--- src/rtl/wsr_pkg.sv ---
package wsr_pkg;
    typedef enum logic [1:0] {
        ST_IDLE = 2'd0,
        ST_FILL = 2'd1,
        ST_EMIT = 2'd2
    } row_state_e;
endpackage

--- src/rtl/wsr_weight_bank.sv ---
module wsr_weight_bank #(
    parameter int K  = 3,
    parameter int DW = 8
) (
    input  logic            clk,
    input  logic            rst_n,
    input  logic            shift_en,
    input  logic [DW-1:0]   shift_in,
    output logic [K*DW-1:0] taps_flat
);
    // Serial tap register: new value enters the top tap, older values move down.
    for (genvar g = 0; g < K; g++) begin : g_tap
        always_ff @(posedge clk) begin
            if (!rst_n) begin
                taps_flat[g*DW +: DW] <= '0;
            end else if (shift_en) begin
                if (g == K - 1) begin
                    taps_flat[g*DW +: DW] <= shift_in;
                end else begin
                    taps_flat[g*DW +: DW] <= taps_flat[(g+1)*DW +: DW];
                end
            end
        end
    end
endmodule

--- src/rtl/wsr_pe.sv ---
module wsr_pe #(
    parameter int DW = 8,
    parameter int AW = 24
) (
    input  logic                 clk,
    input  logic                 rst_n,
    input  logic                 en,
    input  logic signed [DW-1:0] weight,
    input  logic signed [DW-1:0] act,
    input  logic signed [AW-1:0] psum_prev,
    output logic signed [AW-1:0] psum_out
);
    localparam int PW = 2 * DW;

    logic signed [PW-1:0] prod;

    assign prod = weight * act;

    always_ff @(posedge clk) begin
        if (!rst_n) begin
            psum_out <= '0;
        end else if (en) begin
            psum_out <= psum_prev + AW'(prod);
        end
    end
endmodule

--- src/rtl/wsr_row_ctrl.sv ---
module wsr_row_ctrl
    import wsr_pkg::*;
#(
    parameter int K = 3
) (
    input  logic       clk,
    input  logic       rst_n,
    input  logic       act_valid,
    input  logic       act_last,
    input  logic       wt_load,
    output logic       load_ok,
    output logic       out_valid,
    output row_state_e state
);
    localparam int CW = (K > 1) ? $clog2(K) : 1;
    localparam logic [CW-1:0] FULL = CW'(K - 1);

    row_state_e     state_nxt;
    logic [CW-1:0]  cnt;
    logic [CW-1:0]  cnt_nxt;
    logic           emit;

    // Next-state logic
    always_comb begin
        state_nxt = state;
        cnt_nxt   = cnt;
        unique case (state)
            ST_IDLE: begin
                if (act_valid && !act_last) begin
                    if (K == 1) begin
                        state_nxt = ST_EMIT;
                    end else begin
                        cnt_nxt   = CW'(1);
                        state_nxt = (K == 2) ? ST_EMIT : ST_FILL;
                    end
                end
            end
            ST_FILL: begin
                if (act_valid) begin
                    if (act_last) begin
                        cnt_nxt   = '0;
                        state_nxt = ST_IDLE;
                    end else begin
                        cnt_nxt   = cnt + CW'(1);
                        state_nxt = (cnt + CW'(1) == FULL) ? ST_EMIT : ST_FILL;
                    end
                end
            end
            ST_EMIT: begin
                if (act_valid && act_last) begin
                    cnt_nxt   = '0;
                    state_nxt = ST_IDLE;
                end
            end
            default: begin
                cnt_nxt   = '0;
                state_nxt = ST_IDLE;
            end
        endcase
    end

    assign emit    = act_valid && (cnt == FULL);
    assign load_ok = wt_load && !act_valid && (state == ST_IDLE);

    // State register
    always_ff @(posedge clk) begin
        if (!rst_n) begin
            state <= ST_IDLE;
            cnt   <= '0;
        end else begin
            state <= state_nxt;
            cnt   <= cnt_nxt;
        end
    end

    // Output register
    always_ff @(posedge clk) begin
        if (!rst_n) begin
            out_valid <= 1'b0;
        end else begin
            out_valid <= emit;
        end
    end
endmodule

--- src/rtl/wsr_conv_row.sv ---
module wsr_conv_row
    import wsr_pkg::*;
#(
    parameter int K  = 3,
    parameter int DW = 8,
    parameter int AW = 24
) (
    input  logic                 clk,
    input  logic                 rst_n,
    input  logic                 wt_load,
    input  logic [DW-1:0]        wt_data,
    input  logic                 act_valid,
    input  logic signed [DW-1:0] act_data,
    input  logic                 act_last,
    input  logic signed [AW-1:0] psum_in,
    output logic                 sum_valid,
    output logic signed [AW-1:0] sum_data
);
    logic [K*DW-1:0]      taps_flat;
    logic                 load_ok;
    row_state_e           row_state;
    logic signed [AW-1:0] chain [K+1];

    assign chain[0] = psum_in;

    wsr_row_ctrl #(.K(K)) u_ctrl (
        .clk       (clk),
        .rst_n     (rst_n),
        .act_valid (act_valid),
        .act_last  (act_last),
        .wt_load   (wt_load),
        .load_ok   (load_ok),
        .out_valid (sum_valid),
        .state     (row_state)
    );

    wsr_weight_bank #(.K(K), .DW(DW)) u_bank (
        .clk       (clk),
        .rst_n     (rst_n),
        .shift_en  (load_ok),
        .shift_in  (wt_data),
        .taps_flat (taps_flat)
    );

    for (genvar g = 0; g < K; g++) begin : g_pe
        wsr_pe #(.DW(DW), .AW(AW)) u_pe (
            .clk       (clk),
            .rst_n     (rst_n),
            .en        (act_valid),
            .weight    (taps_flat[g*DW +: DW]),
            .act       (act_data),
            .psum_prev (chain[g]),
            .psum_out  (chain[g+1])
        );
    end

    assign sum_data = chain[K];
endmodule

--- config.mk ---
export PLATFORM = sky130hd
export DESIGN_NAME = wsr_conv_row
export DESIGN_NICKNAME = d
export VERILOG_FILES = /design/src/rtl/wsr_pkg.sv /design/src/rtl/wsr_weight_bank.sv /design/src/rtl/wsr_pe.sv /design/src/rtl/wsr_row_ctrl.sv /design/src/rtl/wsr_conv_row.sv
export SDC_FILE = /design/constraint.sdc
export NUM_CORES = 1
export LEC_CHECK = 0
export ABC_AREA = 1
export BUFFER_PORTS_ARGS = -buffer_cell sky130_fd_sc_hd__buf_2
export CAP_MARGIN = 25
export CORE_UTILIZATION = 29
export CTS_CLUSTER_DIAMETER = 60
export DETAILED_ROUTE_END_ITERATION = 8
export PLACE_DENSITY = 0.42
export SLEW_MARGIN = 20
export SYNTH_ARGS = -nofsm -noshare
export SYNTH_HDL_FRONTEND = slang
export SYNTH_SLANG_ARGS = --single-unit
--- constraint.sdc ---
create_clock -name clk -period 5.62 [get_ports clk]
set_input_delay 0.281 -clock clk [delete_from_list [all_inputs] [get_ports clk]]
set_output_delay 0.281 -clock clk [all_outputs]
set_load 0.005 [all_outputs]
; Yosys cells after proc, flatten, opt, wreduce, memory -nomap -nowiden
; Cells that the tools add are included.
[word_totals]
input_bits = 45
wordCells = 41
out_inout_bits = 25
register_bits = 101
[classes]
multipliers = 3
muxes = 9
eq_ne = 7
n_addsub = 4
n_reduce_logical = 9
[op_table]
columns = operator, n
row1 = $add A24 B16 Y24, 3
row2 = $mul A8 B8 Y16, 3
row3 = $mux W2, 7
row4 = $pmux W2 S3, 2
row5 = $eq A2 B2 Y1 const B, 3
row6 = $logic_and A1 B1 Y1, 5
row7 = $ne A2 B1 Y1 const B, 2
row8 = $reduce_and A3 Y1, 1
row9 = $add A2 B1 Y2 const B, 1
row10 = $eq A2 B1 Y1 const B, 1
row11 = $logic_not A1 Y1, 2
row12 = $logic_not A2 Y1, 1
row13 = $ne A2 B2 Y1 const B, 1

; Logic depth before layout (Yosys ltp)
; Gate-level depths: netlist of the first run.
[depth]
word_depth = 6
ltp_mapped = 26
ltp_nobuf = 25

; Cells and area by module
; From an unflattened synthesis of the first run, not the netlist that was laid out.
[unflattened]
hier_cells = 2358
area_unflattened_um2 = 17852.1
[by_module_without_submodules]
columns = module, seq_area_each_um2, area_per_inst_um2, cells_per_inst, instances
row1 = wsr_pe (g_pe[2].u_pe), 480.5, 5587.9, 734, 1
row2 = wsr_pe (g_pe[1].u_pe), 480.5, 5514.0, 716, 1
row3 = wsr_pe (g_pe[0].u_pe), 480.5, 5472.7, 711, 1
row4 = wsr_weight_bank, 480.5, 980.9, 151, 1
row5 = wsr_row_ctrl, 100.1, 296.5, 46, 1

; Worst setup path after synthesis of the first run
; Ideal clock, no wire load.
[synth_timing]
kind = register to register
from = register u_bank.taps_flat[23]
to = register g_pe[2].u_pe.psum_out[20]
period_less_slack_ns = 4.814
path_stages_with_launch = 22
setup_time_ns = 0.109
required_time_ns = 5.511
slack_ns = 0.806
n_path_buf = 1
t_arrival_ns = 4.705
path_cell_list = dfxtp_1 clkbuf_1 nand2_1 inv_1 fa_1 fa_1 fa_1 inv_1 fa_1 inv_1 ha_1 ha_1 a21oi_1 nor2_1 nor2_1 nand2_1 nand3_1 nand2_1 nand2_1 nand3_1 nand2_1 inv_1
[synth_via]
elab_chain_len = 2
[synth_lines]
columns = element, line
row1 = start: declaration, wsr_weight_bank.sv:9  ; output logic [K*DW-1:0] taps_flat
row2 = start signal: indexed assignment, wsr_weight_bank.sv:18  ; taps_flat[g*DW +: DW] <= shift_in;
row3 = start signal: indexed assignment, wsr_weight_bank.sv:20  ; taps_flat[g*DW +: DW] <= taps_flat[(g+1)*DW +: DW];
row4 = $mul A8 B8 Y16, wsr_pe.sv:17  ; assign prod = weight * act;
row5 = $add A24 B16 Y24, wsr_pe.sv:23  ; psum_out <= psum_prev + AW'(prod);
row6 = end signal: assignment, wsr_pe.sv:23
row7 = end: declaration, wsr_pe.sv:11  ; output logic signed [AW-1:0] psum_out
; No other way between the ends.
; A chain may end at the register's enable or synchronous reset.

; Worst setup path in the final report of the first run
[layout_timing]
from = register u_bank.taps_flat[7]
to = register g_pe[0].u_pe.psum_out[21]
[layout_via]
elab_chain_len = 2
[layout_lines]
columns = element, line
row1 = $mul A8 B8 Y16, wsr_pe.sv:17
row2 = $add A24 B16 Y24, wsr_pe.sv:23
row3 = end signal: assignment, wsr_pe.sv:23
row4 = end: declaration, wsr_pe.sv:11
; No other way between the ends.

==> results of run 1 <==
stage by stage:
step	utilization (%)	setup slack (ns)	cell area (sq um)	total power, W
after floorplan	-	0.806	17600	0.00645
after global placement	31.5	0.276	18800	0.00826
after detailed placement	31.5	0.262	18800	0.00825
after CTS	32.0	0.213	19000	0.00900
after global routing	32.0	0.124	19000	0.0102
final	32.0	0.483	19000	0.00882
path summary, 6_finish.rpt:
check,start,end,cells past startpoint
max,u_bank.taps_flat[7],g_pe[0].u_pe.psum_out[21],17
min,wt_data[4],u_bank.taps_flat[20],3
max reg2reg,u_bank.taps_flat[7],g_pe[0].u_pe.psum_out[21],17
min reg2reg,g_pe[2].u_pe.psum_out[12],g_pe[2].u_pe.psum_out[12],2
layout make-up:
class / count / area, sq um
multi-input cells: 1566 / 13100
clock inverters: 7 / 56.3
fillers: 6511 / 40400
repair buffers: 110 / 706
flip-flops and latches: 101 / 2020
well taps: 773 / 967
inverters: 525 / 1970
clock buffers: 9 / 225
power breakdown:
part / total [W] / switching [W] / leakage (nW) / internal (W)
logic: 0.00710 / 0.00442 / 10.1 / 0.00268
registers: 0.00106 / 0.000153 / 0.837 / 0.000903
clock network: 0.000664 / 0.000356 / 0.142 / 0.000308
total: 0.00882 / 0.00493 / 11.1 / 0.00389
kinds of logic (layout without fill, tap and decap cells):
| group | count (synthesis) | in the layout | synth area share, % |
|---|---|---|---|
| fa+ha+maj | 476 | 476 | 47.2 |
| compound gates | 185 | 185 | 5.63 |
| flops | 101 | 101 | 11.5 |
| xor+xnor | 30 | 30 | 1.50 |
| buf+inv | 619 | 651 | 13.9 |
| simple gates | 875 | 875 | 20.2 |
registers in the layout (all words and copies together), names as in the netlist:
name,cells
u_ctrl.cnt,2
u_bank.taps_flat,24
g_pe.u_pe.psum_out,72
u_ctrl.out_valid,1
u_ctrl.state,2
layout by cell type, fill, tap and decap left out, drive strengths merged:
cell type	n
inv	527
nand2	489
fa	312
nor2	248
ha	164
buf	110
nand3	102
dfxtp	101
o21ai	90
a21oi	78
xor2	24
nand4	17
or2	11
a21o	10
clkbuf	9
xnor2	6
nor3	5
clkinv	5
o211ai	4
o21bai	2
and2	2
a31oi	1
nand3b	1
metal layers:
metal,track usage (%),wire (microns),vias to the layer above
li1,-,-,6814
met1,23.7,23400,6557
met2,25.2,19700,185
met3,1.72,1410,24
met4,2.83,442,0
met5,0,0,-
critical path, cell delays in order (launching register included):
cell                      delay (ns)
sky130_fd_sc_hd__dfxtp_2        0.46
sky130_fd_sc_hd__nand2_1        0.20
sky130_fd_sc_hd__fa_1           0.63
sky130_fd_sc_hd__fa_1           0.73
sky130_fd_sc_hd__inv_1          0.23
sky130_fd_sc_hd__fa_1           0.54
sky130_fd_sc_hd__fa_1           0.41
sky130_fd_sc_hd__ha_1           0.29
sky130_fd_sc_hd__ha_1           0.40
sky130_fd_sc_hd__nand2_1        0.11
sky130_fd_sc_hd__nor2_1         0.16
sky130_fd_sc_hd__inv_1          0.10
sky130_fd_sc_hd__nor2_1         0.17
sky130_fd_sc_hd__nand4_1        0.23
sky130_fd_sc_hd__nand4_1        0.17
sky130_fd_sc_hd__nand3_1        0.07
sky130_fd_sc_hd__nand2_1        0.09
sky130_fd_sc_hd__inv_1          0.03
==> qor.json, run 1 <==
{
  "synth-edff-count": {"value": 0},
  "timing_worst_slew_pin_value": {"value": 0.939, "unit": "ns"},
  "skew_pair_late_insertion_delay": {"value": 0.39, "unit": "ns"},
  "timing.critical_path.to_type": {"value": "flip-flop"},
  "antenna_found_initial": {"value": 0},
  "postSynth.asyncResetShare": {"value": 0, "unit": "%"},
  "critical_path_required": {"value": 5.91, "unit": "ns"},
  "start_util": {"value": 29.5, "unit": "%"},
  "cts.reportedPaths.clkPinSlew": {"value": 0.08, "unit": "ns"},
  "ctsHoldBuffers": {"value": 0},
  "total_track_usage": {"value": 16.0, "unit": "%"},
  "core_area": {"value": 0.0595, "unit": "sq mm"},
  "critical_path_arrival": {"value": 5.43, "unit": "ns"},
  "worst_setup_path_start_kind": {"value": "flip-flop"},
  "cts_sinks": {"value": 101},
  "clock_tree_from_tritoncts": {"value": "done"},
  "finalSetupViolCount": {"value": 0},
  "antenna_cells": {"value": 0},
  "avgRoutedWirePerCell": {"value": 14.6, "unit": "microns"},
  "dieHeight": {"value": 248, "unit": "microns"},
  "yosys-top-cells-area": {"value": "sky130_fd_sc_hd__fa_1 (36%), sky130_fd_sc_hd__ha_1 (12%), sky130_fd_sc_hd__dfxtp_1 (12%)"},
  "synthesis.nets": {"value": 2807},
  "grt_start_max_net_pins": {"value": 74},
  "gp_routability_congestion": {"value": 0.843},
  "hold_path_class": {"value": "input port to flip-flop"},
  "fmax": {"value": 0.195, "unit": "GHz"},
  "post_cts_buffers": {"value": 0},
  "dp.final_hpwl": {"value": 37700, "unit": "microns"},
  "power.ir.vdd_worst": {"value": 0.251, "unit": "mV"},
  "globalRouteOverflowTotal": {"value": 0},
  "grt_setup_unrepaired": {"value": "false"},
  "routed_wirelength": {"value": 45000, "unit": "microns"},
  "slew-limit-headroom": {"value": 37.2, "unit": "%"},
  "synth.cells.most_frequent": {"value": "sky130_fd_sc_hd__inv_1 (523), sky130_fd_sc_hd__nand2_1 (486), sky130_fd_sc_hd__fa_1 (312)"},
  "post-synth-top-count-cell": {"value": "sky130_fd_sc_hd__inv_1"},
  "run_status": {"value": "finished clean"},
  "cts_made_buffers": {"value": 9},
  "io_buffer_count": {"value": 69},
  "synth_cell_type_count": {"value": 33},
  "layout.cells.non_filler": {"value": 3091},
  "pre_antenna_drt_iters": {"value": 5},
  "route.detailed.drc": {"value": 0},
  "power.density": {"value": 463, "unit": "mW/mm^2"},
  "drt-vias-per-instance": {"value": 4.39},
  "finalWorstPathRequiredPeriod": {"value": 5.14, "unit": "ns"},
  "reg2reg_setup_slack": {"value": 0.48, "unit": "ns"},
  "htree_levels": {"value": 3},
  "hold_ws": {"value": 0.163, "unit": "ns"},
  "final.setup_skew": {"value": 0.00795, "unit": "ns"},
  "areaGrowthSynthToFinish": {"value": 8.41, "unit": "%"},
  "total_leakage_power": {"value": 11.1, "unit": "nW"},
  "place_inst": {"value": 3075},
  "floorplan.die_area": {"value": 0.0616, "unit": "sq mm"},
  "post_synthesis_sequential_element_count": {"value": 101},
  "synth_area": {"value": 0.0176, "unit": "sq mm"},
  "post-synth-top-area-fraction": {"value": 35.6, "unit": "%"},
  "route.vias.total": {"value": 13600},
  "yosysWarningCount": {"value": 0},
  "synth.yosys.seq_area_share": {"value": 11.5, "unit": "%"},
  "period_share": {"value": 91.4, "unit": "%"},
  "hold_viol": {"value": 0},
  "max_cap_viol_count": {"value": 0},
  "syn_inst": {"value": 2286},
  "cts_resized": {"value": 0},
  "num_io_pins": {"value": 70},
  "ctsLongestPathBuffers": {"value": 2},
  "synth_top_area_cell": {"value": "sky130_fd_sc_hd__fa_1"},
  "grt_first_pass_wirelength": {"value": 77300, "unit": "microns"},
  "crit_type": {"value": "flip-flop to flip-flop"},
  "synth_top_flop_cell": {"value": "sky130_fd_sc_hd__dfxtp_1"},
  "number_of_nets_at_the_end_of_the_flow": {"value": 2834},
  "die_width": {"value": 248, "unit": "microns"},
  "placementRows": {"value": 89},
  "share_of_layout_cells_above_drive_strength_1": {"value": 6.56, "unit": "%"},
  "first_global_vias": {"value": 14500},
  "path_max_fanout": {"value": 9},
  "count_of_final_max_slew_check_failures": {"value": 0},
  "clock_root_buffer": {"value": "sky130_fd_sc_hd__clkbuf_16"},
  "detail-route-antenna-nets": {"value": 0},
  "synth_area_per_cell": {"value": 7.68, "unit": "sq um"},
  "drt-initial-drc-count": {"value": 830},
  "setup_total_negative_slack": {"value": 0, "unit": "ns"}
}
Note: power is estimated with default switching activity, not from simulation.
==> run 2: changes to the inputs <==
CORE_MARGIN = 4   (was default)
HOLD_SLACK_MARGIN = 0.05   (was default)
PLACE_DENSITY = 0.41   (was 0.42)
==> qor.json, run 2 (synthesis results as in run 1) <==
{
  "run_status": {"value": "finished clean"},
  "drt-vias-per-instance": {"value": 4.38, "change": "-0.24%"},
  "htree_levels": {"value": 3, "change": "unchanged"},
  "timing_worst_slew_pin_value": {"value": 0.908, "unit": "ns", "change": "-0.0310 ns"},
  "cts_sinks": {"value": 101, "change": "unchanged"},
  "largest_register_ff_count": {"value": 72, "change": "unchanged"},
  "largest-register": {"value": "g_pe.u_pe.psum_out"},
  "start_util": {"value": 29.5, "unit": "%", "change": "unchanged"},
  "p_int": {"value": 0.00393, "unit": "W", "change": "+1.1%"},
  "num_io_pins": {"value": 70, "change": "unchanged"},
  "io_buffer_count": {"value": 69, "change": "unchanged"},
  "path_max_fanout": {"value": 10, "change": "+1"},
  "p_clk_share": {"value": 7.5, "unit": "%", "change": "about the same"},
  "finalSetupViolCount": {"value": 0, "change": "unchanged"},
  "period_share": {"value": 91.8, "unit": "%", "change": "+0.42 points"},
  "cts_made_buffers": {"value": 9, "change": "unchanged"},
  "ctsHoldBuffers": {"value": 0, "change": "unchanged"},
  "multi_input_area": {"value": 0.0131, "unit": "sq mm", "change": "about the same"},
  "number_of_nets_at_the_end_of_the_flow": {"value": 2838, "change": "+0.14%"},
  "mostFrequentLayoutCell": {"value": "sky130_fd_sc_hd__inv_1"},
  "skew_pair_late_insertion_delay": {"value": 0.40, "unit": "ns", "change": "about the same"},
  "grt_first_pass_wirelength": {"value": 79400, "unit": "microns", "change": "+2.8%"},
  "hold_path_startpoint": {"value": "wt_data[1]"},
  "regToRegStartpoint": {"value": "u_bank.taps_flat[23]"},
  "route.vias.total": {"value": 13600, "change": "-0.081%"},
  "path_common_cell": {"value": "sky130_fd_sc_hd__fa_1"},
  "p_seq_share": {"value": 11.9, "unit": "%", "change": "about the same"},
  "mostFrequentLayoutCells": {"value": "sky130_fd_sc_hd__inv_1 (523), sky130_fd_sc_hd__nand2_1 (486), sky130_fd_sc_hd__fa_1 (311)"},
  "ctsLongestPathBuffers": {"value": 2, "change": "unchanged"},
  "grt_start_max_net_pins": {"value": 60, "change": "-19%"},
  "cp_slowest_cell": {"value": "sky130_fd_sc_hd__fa_1"},
  "p_total": {"value": 0.00891, "unit": "W", "change": "+1.0%"},
  "core_area": {"value": 0.0595, "unit": "sq mm", "change": "unchanged"},
  "switching_power": {"value": 0.00497, "unit": "W", "change": "+0.88%"},
  "placement.cell_area": {"value": 0.0188, "unit": "sq mm", "change": "about the same"},
  "dieHeight": {"value": 254, "unit": "microns", "change": "+2.4%"},
  "slew-limit-headroom": {"value": 39.4, "unit": "%", "change": "+2.2 points"},
  "critical_path_required": {"value": 5.93, "unit": "ns", "change": "+0.02 ns"},
  "combinationalPowerShare": {"value": 80.6, "unit": "%", "change": "about the same"},
  "worst_setup_path_start_kind": {"value": "flip-flop"},
  "fmax": {"value": 0.194, "unit": "GHz", "change": "-0.46%"},
  "drt-initial-drc-count": {"value": 756, "change": "-8.9%"},
  "hold_viol": {"value": 0, "change": "unchanged"},
  "route.detailed.drc": {"value": 0, "change": "unchanged"},
  "netSwitchingFraction": {"value": 55.8, "unit": "%", "change": "-0.066 points"},
  "hold_path_class": {"value": "input port to flip-flop"},
  "clock_tree_from_tritoncts": {"value": "done"},
  "first_global_vias": {"value": 14400, "change": "-0.40%"},
  "gp_routability_congestion": {"value": 0.808, "change": "-4.2%"},
  "max_cap_viol_count": {"value": 0, "change": "unchanged"},
  "die_width": {"value": 254, "unit": "microns", "change": "+2.4%"},
  "finished_cell_area": {"value": 0.0191, "unit": "sq mm", "change": "+0.15%"},
  "detail-route-antenna-nets": {"value": 0, "change": "unchanged"},
  "power.ir.vdd_worst": {"value": 0.258, "unit": "mV", "change": "+2.8%"},
  "final.setup_skew": {"value": 0.0158, "unit": "ns", "change": "+0.00788 ns"},
  "power.density": {"value": 467, "unit": "mW/mm^2", "change": "+0.85%"},
  "cts.reportedPaths.clkPinSlew": {"value": 0.09, "unit": "ns", "change": "about the same"},
  "floorplan.die_area": {"value": 0.0646, "unit": "sq mm", "change": "+4.9%"},
  "final-seq-area": {"value": 0.00202, "unit": "sq mm", "change": "unchanged"},
  "routed_wirelength": {"value": 47100, "unit": "microns", "change": "+4.6%"},
  "finalWorstPathRequiredPeriod": {"value": 5.16, "unit": "ns", "change": "+0.0239 ns"},
  "antenna_found_initial": {"value": 0, "change": "unchanged"},
  "crit_type": {"value": "flip-flop to flip-flop"},
  "largest_registers_ranked_by_flip_flop_count": {"value": "g_pe.u_pe.psum_out (72), u_bank.taps_flat (24)"},
  "total_track_usage": {"value": 15.6, "unit": "%", "change": "-0.43 points"},
  "areaGrowthSynthToFinish": {"value": 8.57, "unit": "%"},
  "timing.critical_path.from": {"value": "u_bank.taps_flat[23]"},
  "grt_setup_unrepaired": {"value": "false"},
  "dp.final_hpwl": {"value": 39200, "unit": "microns", "change": "+4.0%"},
  "fill_cell_instance_count_of_the_final_layout": {"value": 6471, "change": "-0.61%"},
  "total_leakage_power": {"value": 11.1, "unit": "nW", "change": "+0.13%"},
  "critical_path_arrival": {"value": 5.47, "unit": "ns", "change": "+0.04 ns"},
  "globalRouteOverflowTotal": {"value": 0, "change": "unchanged"},
  "setup_total_negative_slack": {"value": 0, "unit": "ns", "change": "unchanged"},
  "share_of_layout_cells_above_drive_strength_1": {"value": 6.80, "unit": "%", "change": "+0.25 points"},
  "pre_antenna_drt_iters": {"value": 5, "change": "unchanged"},
  "critical-path-max-stage-delay": {"value": 0.67, "unit": "ns", "change": "-0.06 ns"},
  "timing.critical_path.to_type": {"value": "flip-flop"},
  "clock_root_buffer": {"value": "sky130_fd_sc_hd__clkbuf_16"},
  "avgRoutedWirePerCell": {"value": 15.2, "unit": "microns", "change": "+4.5%"},
  "count_of_final_max_slew_check_failures": {"value": 0, "change": "unchanged"},
  "critical_path.cell_chain": {"value": "nand2_1, fa_1, fa_1, inv_1, fa_1, fa_1, ha_1, ha_1, nand2_1, nor2_1, inv_1, nor2_1, nand4_1, nand4_1, nand3_1, nand2_1, inv_1"},
  "placementRows": {"value": 89, "change": "unchanged"}
}
run 2: cell type report:
cell class	count	share of cell area, %
diodes	1	0.0131
clock buffers	9	1.18
clock inverters	7	0.302
inverters	525	10.3
multi-input cells	1566	68.7
flip-flops and latches	101	10.6
well taps	773	5.07
repair buffers	114	3.79
run 2: power by group through the flow:
stage | combinational (W) | sequential [W] | clock [W]
CTS | 0.00733 | 0.00107 | 0.000712
global route | 0.00851 | 0.00109 | 0.000734
global placement | 0.00733 | 0.00108 | 0
floorplan | 0.00543 | 0.00102 | 0
finish | 0.00718 | 0.00106 | 0.000671
detailed placement | 0.00727 | 0.00108 | 0
run 2: metrics by stage:
stage	utilization, %	worst slack (ns)	hold WS [ns]	std cells
after global routing	32.1	0.119	0.149	3095
after detailed placement	31.6	0.0397	0.472	3079
after floorplan	-	0.806	0.448	2286
final	32.1	0.459	0.148	3096
after CTS	32.0	0.0549	0.120	3095
after global placement	31.6	0.0620	0.466	3079
run 2: metal layers:
metal | track usage [%] | up-vias | part of all wire [%]
li1 | - | 6821 | -
met1 | 23.6 | 6584 | 53
met2 | 24.5 | 146 | 44
met3 | 2.01 | 18 | 2.5
met4 | 1.91 | 0 | 0.67
met5 | 0 | - | 0
run 2: worst paths after layout:
check                                    to  slack, ns  cells past startpoint
setup / recovery  g_pe[2].u_pe.psum_out[21]       0.46                     17
hold / removal         u_bank.taps_flat[17]       0.15                      3
setup reg to reg  g_pe[2].u_pe.psum_out[21]       0.46                     17
hold reg to reg               u_ctrl.cnt[1]       0.49                      2
run 2: repair_timing:
item | CTS | global route
buffers inserted | 0 | 0
setup endpoints to repair | 0 | 3
endpoints found under the hold margin | 0 | 0
gates resized for setup | 0 | 3
run 2: critical path: cells and delay by family (launching register included):
family        cells  cell delay (ns)
buf+inv           3             0.37
fa+ha+maj         6             2.86
simple gates      8             1.31
flops             1             0.53
